File: config.mk
export PLATFORM = sky130hd
export DESIGN_NAME = hzd_pair_ctrl
export DESIGN_NICKNAME = d
export VERILOG_FILES = /design/src/rtl/hzd_pkg.sv /design/src/rtl/hzd_fwd_sel.sv /design/src/rtl/hzd_stall_core.sv /design/src/rtl/hzd_pair_ctrl.sv
export SDC_FILE = /design/constraint.sdc
export NUM_CORES = 1
export LEC_CHECK = 0
export ABC_AREA = 1
export ABC_CLOCK_PERIOD_IN_PS = 1900
export BUFFER_PORTS_ARGS = -buffer_cell sky130_fd_sc_hd__buf_2
export CORE_UTILIZATION = 58
export DETAILED_ROUTE_END_ITERATION = 16
export PLACE_DENSITY = 0.85
export REMOVE_ABC_BUFFERS = 1
export SLEW_MARGIN = 10
export SYNTH_ARGS = -nofsm -noshare
export SYNTH_HDL_FRONTEND = slang
export SYNTH_HIERARCHICAL = 1
export SYNTH_SLANG_ARGS = --single-unit
File: constraint.sdc
create_clock -name vclk -period 1.9
set_clock_uncertainty 0.2 [all_clocks]
set_input_delay 0.19 -clock vclk [all_inputs]
set_output_delay 0.19 -clock vclk [all_outputs]
set_load 0.02 [all_outputs]
File: src/rtl/hzd_pkg.sv
package hzd_pkg;

    localparam int CLS_W = 4;
    localparam int SEL_W = 4;

    typedef enum logic [CLS_W-1:0] {
        C_NOP  = 4'd0,
        C_ALU  = 4'd1,
        C_MUL  = 4'd2,
        C_LDI  = 4'd3,
        C_LD   = 4'd4,
        C_ST   = 4'd5,
        C_STU  = 4'd6,
        C_CMP  = 4'd7,
        C_JMP  = 4'd8,
        C_JMPR = 4'd9,
        C_BANK = 4'd10
    } icls_e;

    // Lower code = younger producer; the forwarding search depends on this order.
    typedef enum logic [SEL_W-1:0] {
        F_REG  = 4'd0,
        F_EX1  = 4'd1,
        F_EX0  = 4'd2,
        F_DF1  = 4'd3,
        F_DF0  = 4'd4,
        F_WB1  = 4'd5,
        F_WB0  = 4'd6,
        F_PC   = 4'd7,
        F_IMM  = 4'd8,
        F_FOUR = 4'd9
    } fsel_e;

    typedef struct packed {
        logic stall_all;
        logic stall_s1;
        logic cancel_all;
        logic cancel_s1;
    } ctl_t;

    function automatic logic cls_writes(logic [CLS_W-1:0] c);
        case (c)
            C_ALU, C_MUL, C_LDI, C_LD, C_STU: return 1'b1;
            default:                          return 1'b0;
        endcase
    endfunction

    function automatic logic cls_mem(logic [CLS_W-1:0] c);
        case (c)
            C_LD, C_ST, C_STU: return 1'b1;
            default:           return 1'b0;
        endcase
    endfunction

    function automatic logic cls_rd1(logic [CLS_W-1:0] c);
        case (c)
            C_ALU, C_MUL, C_LD, C_ST, C_STU, C_CMP, C_JMPR: return 1'b1;
            default:                                       return 1'b0;
        endcase
    endfunction

    function automatic logic cls_rd2(logic [CLS_W-1:0] c);
        case (c)
            C_ALU, C_MUL, C_ST, C_STU, C_CMP: return 1'b1;
            default:                          return 1'b0;
        endcase
    endfunction

    function automatic logic cls_jump(logic [CLS_W-1:0] c);
        return (c == C_JMP) || (c == C_JMPR);
    endfunction

    // Instructions that change predicate state: compare and bank change.
    function automatic logic cls_pred(logic [CLS_W-1:0] c);
        return (c == C_CMP) || (c == C_BANK);
    endfunction

    // Results not ready at the end of execute.
    function automatic logic cls_late(logic [CLS_W-1:0] c);
        return (c == C_MUL) || (c == C_LD);
    endfunction

endpackage

File: src/rtl/hzd_fwd_sel.sv
module hzd_fwd_sel
    import hzd_pkg::*;
#(
    parameter int RW = 5,
    parameter int NP = 6
) (
    input  logic [RW-1:0]         src,
    input  logic                  use_src,
    input  logic                  pick_pc,
    input  logic                  pick_four,
    input  logic                  pick_imm,
    input  logic [NP-1:0]         pvld,
    input  logic [NP-1:0][RW-1:0] prd,
    output logic [SEL_W-1:0]      sel
);

    fsel_e sel_d;
    logic  found;

    // Producers arrive youngest first; the first match wins.
    always_comb begin
        sel_d = F_REG;
        found = 1'b0;
        if (pick_pc) begin
            sel_d = F_PC;
        end else if (pick_four) begin
            sel_d = F_FOUR;
        end else if (pick_imm) begin
            sel_d = F_IMM;
        end else if (use_src && (src != '0)) begin
            for (int i = 0; i < NP; i++) begin
                if (!found && pvld[i] && (prd[i] == src)) begin
                    sel_d = fsel_e'(SEL_W'(i + 1));
                    found = 1'b1;
                end
            end
        end
    end

    assign sel = sel_d;

endmodule

File: src/rtl/hzd_stall_core.sv
module hzd_stall_core
    import hzd_pkg::*;
#(
    parameter int RW = 5
) (
    input  logic [1:0]            dr_live,
    input  logic [1:0]            dr_guard,
    input  logic [1:0][CLS_W-1:0] dr_cls,
    input  logic [RW-1:0]         dr0_rd,
    input  logic [1:0][RW-1:0]    dr_rs1,
    input  logic [1:0][RW-1:0]    dr_rs2,
    input  logic [1:0]            dr_imm,
    input  logic                  dr0_taken,
    input  logic [1:0]            ex_vld,
    input  logic [1:0][CLS_W-1:0] ex_cls,
    input  logic [1:0][RW-1:0]    ex_rd,
    input  logic [1:0]            ex_taken,
    input  logic [1:0]            df_vld,
    input  logic [1:0][CLS_W-1:0] df_cls,
    input  logic [1:0][RW-1:0]    df_rd,
    output ctl_t                  ctl
);

    ctl_t       ctl_d;
    logic       jmp_e;
    logic [1:0] haz;
    logic       v0, v1;
    logic       pair_haz;
    logic       order_haz;

    function automatic logic reads_reg(logic [CLS_W-1:0] c, logic imm,
                                       logic [RW-1:0] a, logic [RW-1:0] b,
                                       logic [RW-1:0] r);
        return (r != '0) &&
               ((cls_rd1(c) && (a == r)) || (cls_rd2(c) && !imm && (b == r)));
    endfunction

    always_comb begin
        ctl_d = '0;
        v0    = dr_live[0] && dr_guard[0];
        v1    = dr_live[1] && dr_guard[1];

        jmp_e = 1'b0;
        for (int k = 0; k < 2; k++) begin
            if (ex_vld[k] && cls_jump(ex_cls[k]) && ex_taken[k]) jmp_e = 1'b1;
        end

        // Hazards against the execute and data stages, per decode slot.
        for (int s = 0; s < 2; s++) begin
            haz[s] = 1'b0;
            for (int k = 0; k < 2; k++) begin
                if (ex_vld[k] && cls_late(ex_cls[k]) &&
                    reads_reg(dr_cls[s], dr_imm[s], dr_rs1[s], dr_rs2[s], ex_rd[k]))
                    haz[s] = 1'b1;
                if (ex_vld[k] && cls_pred(ex_cls[k]) && (dr_cls[s] == C_BANK))
                    haz[s] = 1'b1;
                if (df_vld[k] && (df_cls[k] == C_MUL) &&
                    (reads_reg(dr_cls[s], dr_imm[s], dr_rs1[s], dr_rs2[s], df_rd[k]) ||
                     (cls_writes(dr_cls[s]) && (dr_cls[s] != C_MUL))))
                    haz[s] = 1'b1;
            end
        end

        pair_haz = v0 && v1 &&
                   ((cls_writes(dr_cls[0]) &&
                     reads_reg(dr_cls[1], dr_imm[1], dr_rs1[1], dr_rs2[1], dr0_rd)) ||
                    (cls_mem(dr_cls[0]) && cls_mem(dr_cls[1])));

        // Slot 1 guard may be stale behind a predicate writer: only presence counts.
        order_haz = v0 && dr_live[1] &&
                    ((cls_pred(dr_cls[0]) &&
                      (cls_jump(dr_cls[1]) || (dr_cls[1] == C_BANK))) ||
                     (dr_cls[0] == C_BANK));

        ctl_d.cancel_all = jmp_e;
        ctl_d.stall_all  = !jmp_e && v0 && haz[0];
        ctl_d.cancel_s1  = !jmp_e && !ctl_d.stall_all && v0 &&
                           cls_jump(dr_cls[0]) && dr0_taken;
        ctl_d.stall_s1   = !jmp_e && !ctl_d.stall_all && !ctl_d.cancel_s1 &&
                           ((v1 && haz[1]) || pair_haz || order_haz);
    end

    assign ctl = ctl_d;

endmodule

File: src/rtl/hzd_pair_ctrl.sv
module hzd_pair_ctrl
    import hzd_pkg::*;
#(
    parameter int RW = 5
) (
    input  logic [1:0]            dr_live,
    input  logic [1:0]            dr_guard,
    input  logic [1:0][CLS_W-1:0] dr_cls,
    input  logic [RW-1:0]         dr0_rd,
    input  logic [1:0][RW-1:0]    dr_rs1,
    input  logic [1:0][RW-1:0]    dr_rs2,
    input  logic [1:0]            dr_imm,
    input  logic [1:0]            dr_link,
    input  logic                  dr0_taken,
    input  logic [1:0]            ex_vld,
    input  logic [1:0][CLS_W-1:0] ex_cls,
    input  logic [1:0][RW-1:0]    ex_rd,
    input  logic [1:0]            ex_taken,
    input  logic [1:0]            df_vld,
    input  logic [1:0][CLS_W-1:0] df_cls,
    input  logic [1:0][RW-1:0]    df_rd,
    input  logic [1:0]            wb_vld,
    input  logic [1:0][RW-1:0]    wb_rd,
    output logic                  stall_all,
    output logic                  stall_s1,
    output logic                  cancel_all,
    output logic                  cancel_s1,
    output logic [1:0][SEL_W-1:0] op1_sel,
    output logic [1:0][SEL_W-1:0] op2_sel
);

    localparam int NP = 6;

    logic [NP-1:0]         pvld_d;
    logic [NP-1:0][RW-1:0] prd_d;
    ctl_t                  ctl;

    // Producer list, youngest first: EX1, EX0, DF1, DF0, WB1, WB0.
    always_comb begin
        for (int j = 0; j < 2; j++) begin
            pvld_d[1-j]   = ex_vld[j] && cls_writes(ex_cls[j]);
            prd_d[1-j]    = ex_rd[j];
            pvld_d[3-j]   = df_vld[j] && cls_writes(df_cls[j]);
            prd_d[3-j]    = df_rd[j];
            pvld_d[5-j]   = wb_vld[j];
            prd_d[5-j]    = wb_rd[j];
        end
    end

    hzd_stall_core #(.RW(RW)) u_core (
        .dr_live   (dr_live),
        .dr_guard  (dr_guard),
        .dr_cls    (dr_cls),
        .dr0_rd    (dr0_rd),
        .dr_rs1    (dr_rs1),
        .dr_rs2    (dr_rs2),
        .dr_imm    (dr_imm),
        .dr0_taken (dr0_taken),
        .ex_vld    (ex_vld),
        .ex_cls    (ex_cls),
        .ex_rd     (ex_rd),
        .ex_taken  (ex_taken),
        .df_vld    (df_vld),
        .df_cls    (df_cls),
        .df_rd     (df_rd),
        .ctl       (ctl)
    );

    assign stall_all  = ctl.stall_all;
    assign stall_s1   = ctl.stall_s1;
    assign cancel_all = ctl.cancel_all;
    assign cancel_s1  = ctl.cancel_s1;

    for (genvar s = 0; s < 2; s++) begin : g_slot
        hzd_fwd_sel #(.RW(RW), .NP(NP)) u_op1 (
            .src       (dr_rs1[s]),
            .use_src   (cls_rd1(dr_cls[s])),
            .pick_pc   (dr_link[s]),
            .pick_four (1'b0),
            .pick_imm  (1'b0),
            .pvld      (pvld_d),
            .prd       (prd_d),
            .sel       (op1_sel[s])
        );
        hzd_fwd_sel #(.RW(RW), .NP(NP)) u_op2 (
            .src       (dr_rs2[s]),
            .use_src   (cls_rd2(dr_cls[s])),
            .pick_pc   (1'b0),
            .pick_four (dr_link[s]),
            .pick_imm  (dr_imm[s] && !dr_link[s]),
            .pvld      (pvld_d),
            .prd       (prd_d),
            .sel       (op2_sel[s])
        );
    end

endmodule

==> flow_results.xml <==
<?xml version="1.0" encoding="UTF-8"?>
<metrics>
  <group name="outcome">
    <metric name="outcome" unit="">finished, violations left</metric>
    <metric name="failed_checks" unit="">negative setup slack</metric>
  </group>
  <group name="power_and_ir_drop">
    <metric name="ir_drop" unit="uV">164.7</metric>
    <metric name="power_density_of_the_placed_cells" unit="nW/um2">224.4</metric>
    <metric name="p_leak" unit="nW">4.390</metric>
  </group>
  <group name="floorplan">
    <metric name="die_height" unit="um">96.08</metric>
    <metric name="dieArea" unit="um2">9231</metric>
    <metric name="die_width" unit="um">96.08</metric>
    <metric name="ios" unit="">116</metric>
    <metric name="placement_rows" unit="">33</metric>
    <metric name="initial_core_util" unit="">0.6125</metric>
    <metric name="coreArea" unit="um2">8382</metric>
  </group>
  <group name="critical_path">
    <metric name="timing.critical_path.from_type" unit="">input pin</metric>
    <metric name="critPathMaxFanout" unit="">10</metric>
    <metric name="worst_path_most_repeated_cell" unit="">sky130_fd_sc_hd__nand2_1</metric>
    <metric name="worstPathRequired" unit="ns">1.51</metric>
    <metric name="crit_slowest_cell" unit="">sky130_fd_sc_hd__nor3_1</metric>
    <metric name="cp_arrival" unit="ns">1.71</metric>
    <metric name="critPathCaptureType" unit="">output port</metric>
    <metric name="worst_path_largest_cell_delay" unit="ns">0.25</metric>
    <metric name="critical-path-top-delay-family" unit="">simple AND/OR/NAND/NOR gates</metric>
    <metric name="path_cells" unit="">clkbuf_4 &gt; nor3_1 &gt; a31oi_1 &gt; nand2_1 &gt; nand2_1 &gt; nor2_1 &gt; nand3_2 &gt; nand2_2 &gt; inv_2 &gt; nor3_2 &gt; buf_4</metric>
    <metric name="path_class" unit="">in2out</metric>
    <metric name="timing.critical_path.buf_inv" unit="">3</metric>
  </group>
  <group name="timing">
    <metric name="post-route-worst-setup-slack" unit="ns">-0.1999</metric>
    <metric name="portion_of_the_clock_cycle_consumed_by_the_worst_path_in_the_final_layout" unit="">1.105</metric>
    <metric name="tns" unit="ns">-0.4869</metric>
    <metric name="grt_setup_unrepaired" unit="">true</metric>
    <metric name="setup-violations-final" unit="">6</metric>
    <metric name="fin_hold_viols" unit="">0</metric>
    <metric name="whs" unit="ns">0.5558</metric>
    <metric name="finalMaxSlewViolations" unit="">0</metric>
    <metric name="maxClockFrequency" unit="MHz">476.2</metric>
    <metric name="min_period" unit="ns">2.100</metric>
  </group>
  <group name="finish">
    <metric name="layout.cells.most_common" unit="">sky130_fd_sc_hd__nand2_1</metric>
    <metric name="layout.cells.non_filler" unit="">1440</metric>
    <metric name="area.sequential" unit="um2">0</metric>
    <metric name="most-common-layout-cells" unit="">sky130_fd_sc_hd__nand2_1, sky130_fd_sc_hd__inv_1, sky130_fd_sc_hd__nor2_1</metric>
    <metric name="nNetsFinal" unit="">1433</metric>
    <metric name="layout_cell_share_with_drive_strength_beyond_1" unit="">0.3026</metric>
    <metric name="final_cell_area" unit="um2">7133</metric>
    <metric name="sequential_cell_count" unit="">0</metric>
    <metric name="n_antenna_cell" unit="">0</metric>
    <metric name="postLayoutCoreUtil" unit="">0.8510</metric>
    <metric name="count_of_clock_net_buffers_in_the_final_layout" unit="">0</metric>
    <metric name="flow.area_growth_from_synthesis" unit="%">38.95</metric>
  </group>
  <group name="route">
    <metric name="dr.pass1.iters" unit="">6</metric>
    <metric name="detail_route.wirelength" unit="um">21710</metric>
    <metric name="remaining_drc_errors" unit="">0</metric>
    <metric name="vias" unit="">8101</metric>
    <metric name="via_per_inst" unit="">5.626</metric>
    <metric name="wire_per_inst" unit="um">15.08</metric>
    <metric name="antenna_left" unit="">0</metric>
    <metric name="first_iter_violations" unit="">993</metric>
  </group>
  <group name="global_route">
    <metric name="antenna_violations_before_repair" unit="">0</metric>
    <metric name="via_count_of_the_first_global_routing_pass" unit="">6484</metric>
    <metric name="grt_first_pass_wirelength" unit="um">29240</metric>
    <metric name="maximum_number_of_pins_on_one_net_before_global_route_repair" unit="">13</metric>
    <metric name="globalRouteTotalUtil" unit="">0.4017</metric>
    <metric name="globalRouteOverflowTotal" unit="">0</metric>
  </group>
  <group name="yosys">
    <metric name="synth_area" unit="um2">5134</metric>
    <metric name="synth_largest_area_cell" unit="">sky130_fd_sc_hd__nand2_1</metric>
    <metric name="synth.lib_cells_used.distinct" unit="">34</metric>
    <metric name="synth_warnings" unit="">6</metric>
    <metric name="seq_area_frac_synth" unit="">0</metric>
    <metric name="synth_largest_type_area_fraction" unit="">0.3948</metric>
    <metric name="netlist_instances" unit="">1144</metric>
    <metric name="synth_area_leaders" unit="">sky130_fd_sc_hd__nand2_1, sky130_fd_sc_hd__inv_1, sky130_fd_sc_hd__nor2_1, sky130_fd_sc_hd__xnor2_1, sky130_fd_sc_hd__nand3_1</metric>
    <metric name="postSynthAreaPerCell" unit="um2">4.487</metric>
  </group>
  <group name="hold_path">
    <metric name="holdCritPathClass" unit="">in2out</metric>
    <metric name="whs_endpoint" unit="">op2_sel[4]</metric>
    <metric name="min-delay-start" unit="">dr_link[1]</metric>
    <metric name="min_path_cells" unit="">4</metric>
  </group>
  <group name="placement">
    <metric name="place.gp.congestion" unit="">1.036</metric>
    <metric name="dp_hpwl" unit="um">14670</metric>
    <metric name="place.detailed.instances" unit="">1431</metric>
    <metric name="post_dp_cell_area" unit="um2">6365</metric>
    <metric name="port_buffers" unit="">114</metric>
  </group>
  <group name="cts">
    <metric name="postCtsHoldBufs" unit="">0</metric>
  </group>
  <group name="run">
    <metric name="maxCapViolations" unit="">0</metric>
  </group>
</metrics>
==> logic make-up after synthesis <==
| family | share of synthesized area |
|---|---|
| AO/OA/AOI/OAI | 0.03339 |
| XOR/XNOR | 0.09895 |
| buffers and inverters | 0.1706 |
| other | 0.0007305 |
| AND/OR/NAND/NOR | 0.6963 |
==> metal layers <==
metal | share of wire | wire length [um] | GRT usage
met5 | 0 | 0 | 0
met4 | 0.072 | 1559 | 0.1667
met3 | 0.14 | 2987 | 0.02844
met2 | 0.44 | 9480 | 0.6613
met1 | 0.35 | 7682 | 0.5375
==> worst min-delay path, delay by kind of cell <==
kind	cells	cell delay, ns
simple gates	2	0.13
buf+inv	2	0.25
==> power by group <==
| group | internal, W | total (W) | switching [W] |
|---|---|---|---|
| Combinational | 0.000635 | 0.00160 | 0.000965 |
| Clock | 0 | 0 | 0 |
| Sequential | 0 | 0 | 0 |
==> cells in the mapped netlist <==
cell type / instances
sky130_fd_sc_hd__nand3b_2: 1
sky130_fd_sc_hd__nor2_4: 1
sky130_fd_sc_hd__clkbuf_2: 10
sky130_fd_sc_hd__xnor2_1: 45
sky130_fd_sc_hd__nor4_1: 1
sky130_fd_sc_hd__o31ai_1: 1
sky130_fd_sc_hd__nand2_1: 540
sky130_fd_sc_hd__inv_2: 22
sky130_fd_sc_hd__or2_2: 1
sky130_fd_sc_hd__xor2_1: 13
sky130_fd_sc_hd__o21ai_0: 15
sky130_fd_sc_hd__nand3_2: 26
sky130_fd_sc_hd__and2_1: 1
sky130_fd_sc_hd__nand3_1: 53
sky130_fd_sc_hd__nor3_1: 13
sky130_fd_sc_hd__nor2_1: 146
sky130_fd_sc_hd__or2_1: 4
sky130_fd_sc_hd__nor3_2: 1
sky130_fd_sc_hd__nand3b_1: 8
sky130_fd_sc_hd__inv_1: 160
sky130_fd_sc_hd__nor3b_1: 3
sky130_fd_sc_hd__nand2_2: 6
sky130_fd_sc_hd__nor2_2: 28
sky130_fd_sc_hd__buf_2: 15
sky130_fd_sc_hd__a21oi_1: 6
sky130_fd_sc_hd__conb_1: 1
sky130_fd_sc_hd__a21oi_4: 1
sky130_fd_sc_hd__a31o_2: 1
sky130_fd_sc_hd__nand4_1: 2
sky130_fd_sc_hd__o21a_1: 1
sky130_fd_sc_hd__o21ai_1: 4
sky130_fd_sc_hd__a31oi_1: 1
sky130_fd_sc_hd__buf_4: 9
sky130_fd_sc_hd__or2_0: 4
==> per-stage QoR <==
| stage | setup WS [ns] | total power [W] |
|---|---|---|
| CTS | -0.008767 | 0.001357 |
| global placement | -0.07759 | 0.001295 |
| detailed placement | -0.1002 | 0.001324 |
| global route | -0.2179 | 0.001724 |
| finish | -0.1999 | 0.001601 |
| floorplan | 0.08542 | 0.0007127 |
==> worst max path at each step <==
stage,cells past startpoint,startpoint,to
floorplan,12,dr_cls[1],cancel_s1
global placement,15,dr_cls[1],stall_s1
finish,11,ex_rd[3],cancel_s1
CTS,17,dr_cls[1],stall_s1
global route,17,df_rd[6],stall_s1
detailed placement,15,dr_cls[1],stall_s1
==> final cells by class <==
cell class,instances,area (um2)
Fill cell,533,1249
Inverter,182,705.7
Multi-Input combinational cell,943,4682
Tap cell,105,131.4
Timing Repair Buffer,210,1614
==> what timing repair did <==
| action | 4_1_cts | 5_1_grt |
|---|---|---|
| cloned | 0 | 0 |
| endpoints found under the setup margin | 7 | 15 |
| setup buffers | 0 | 9 |
| pin swaps | 20 | 93 |
| gates resized for setup | 43 | 208 |
Power figures use the tool's default switching activity.
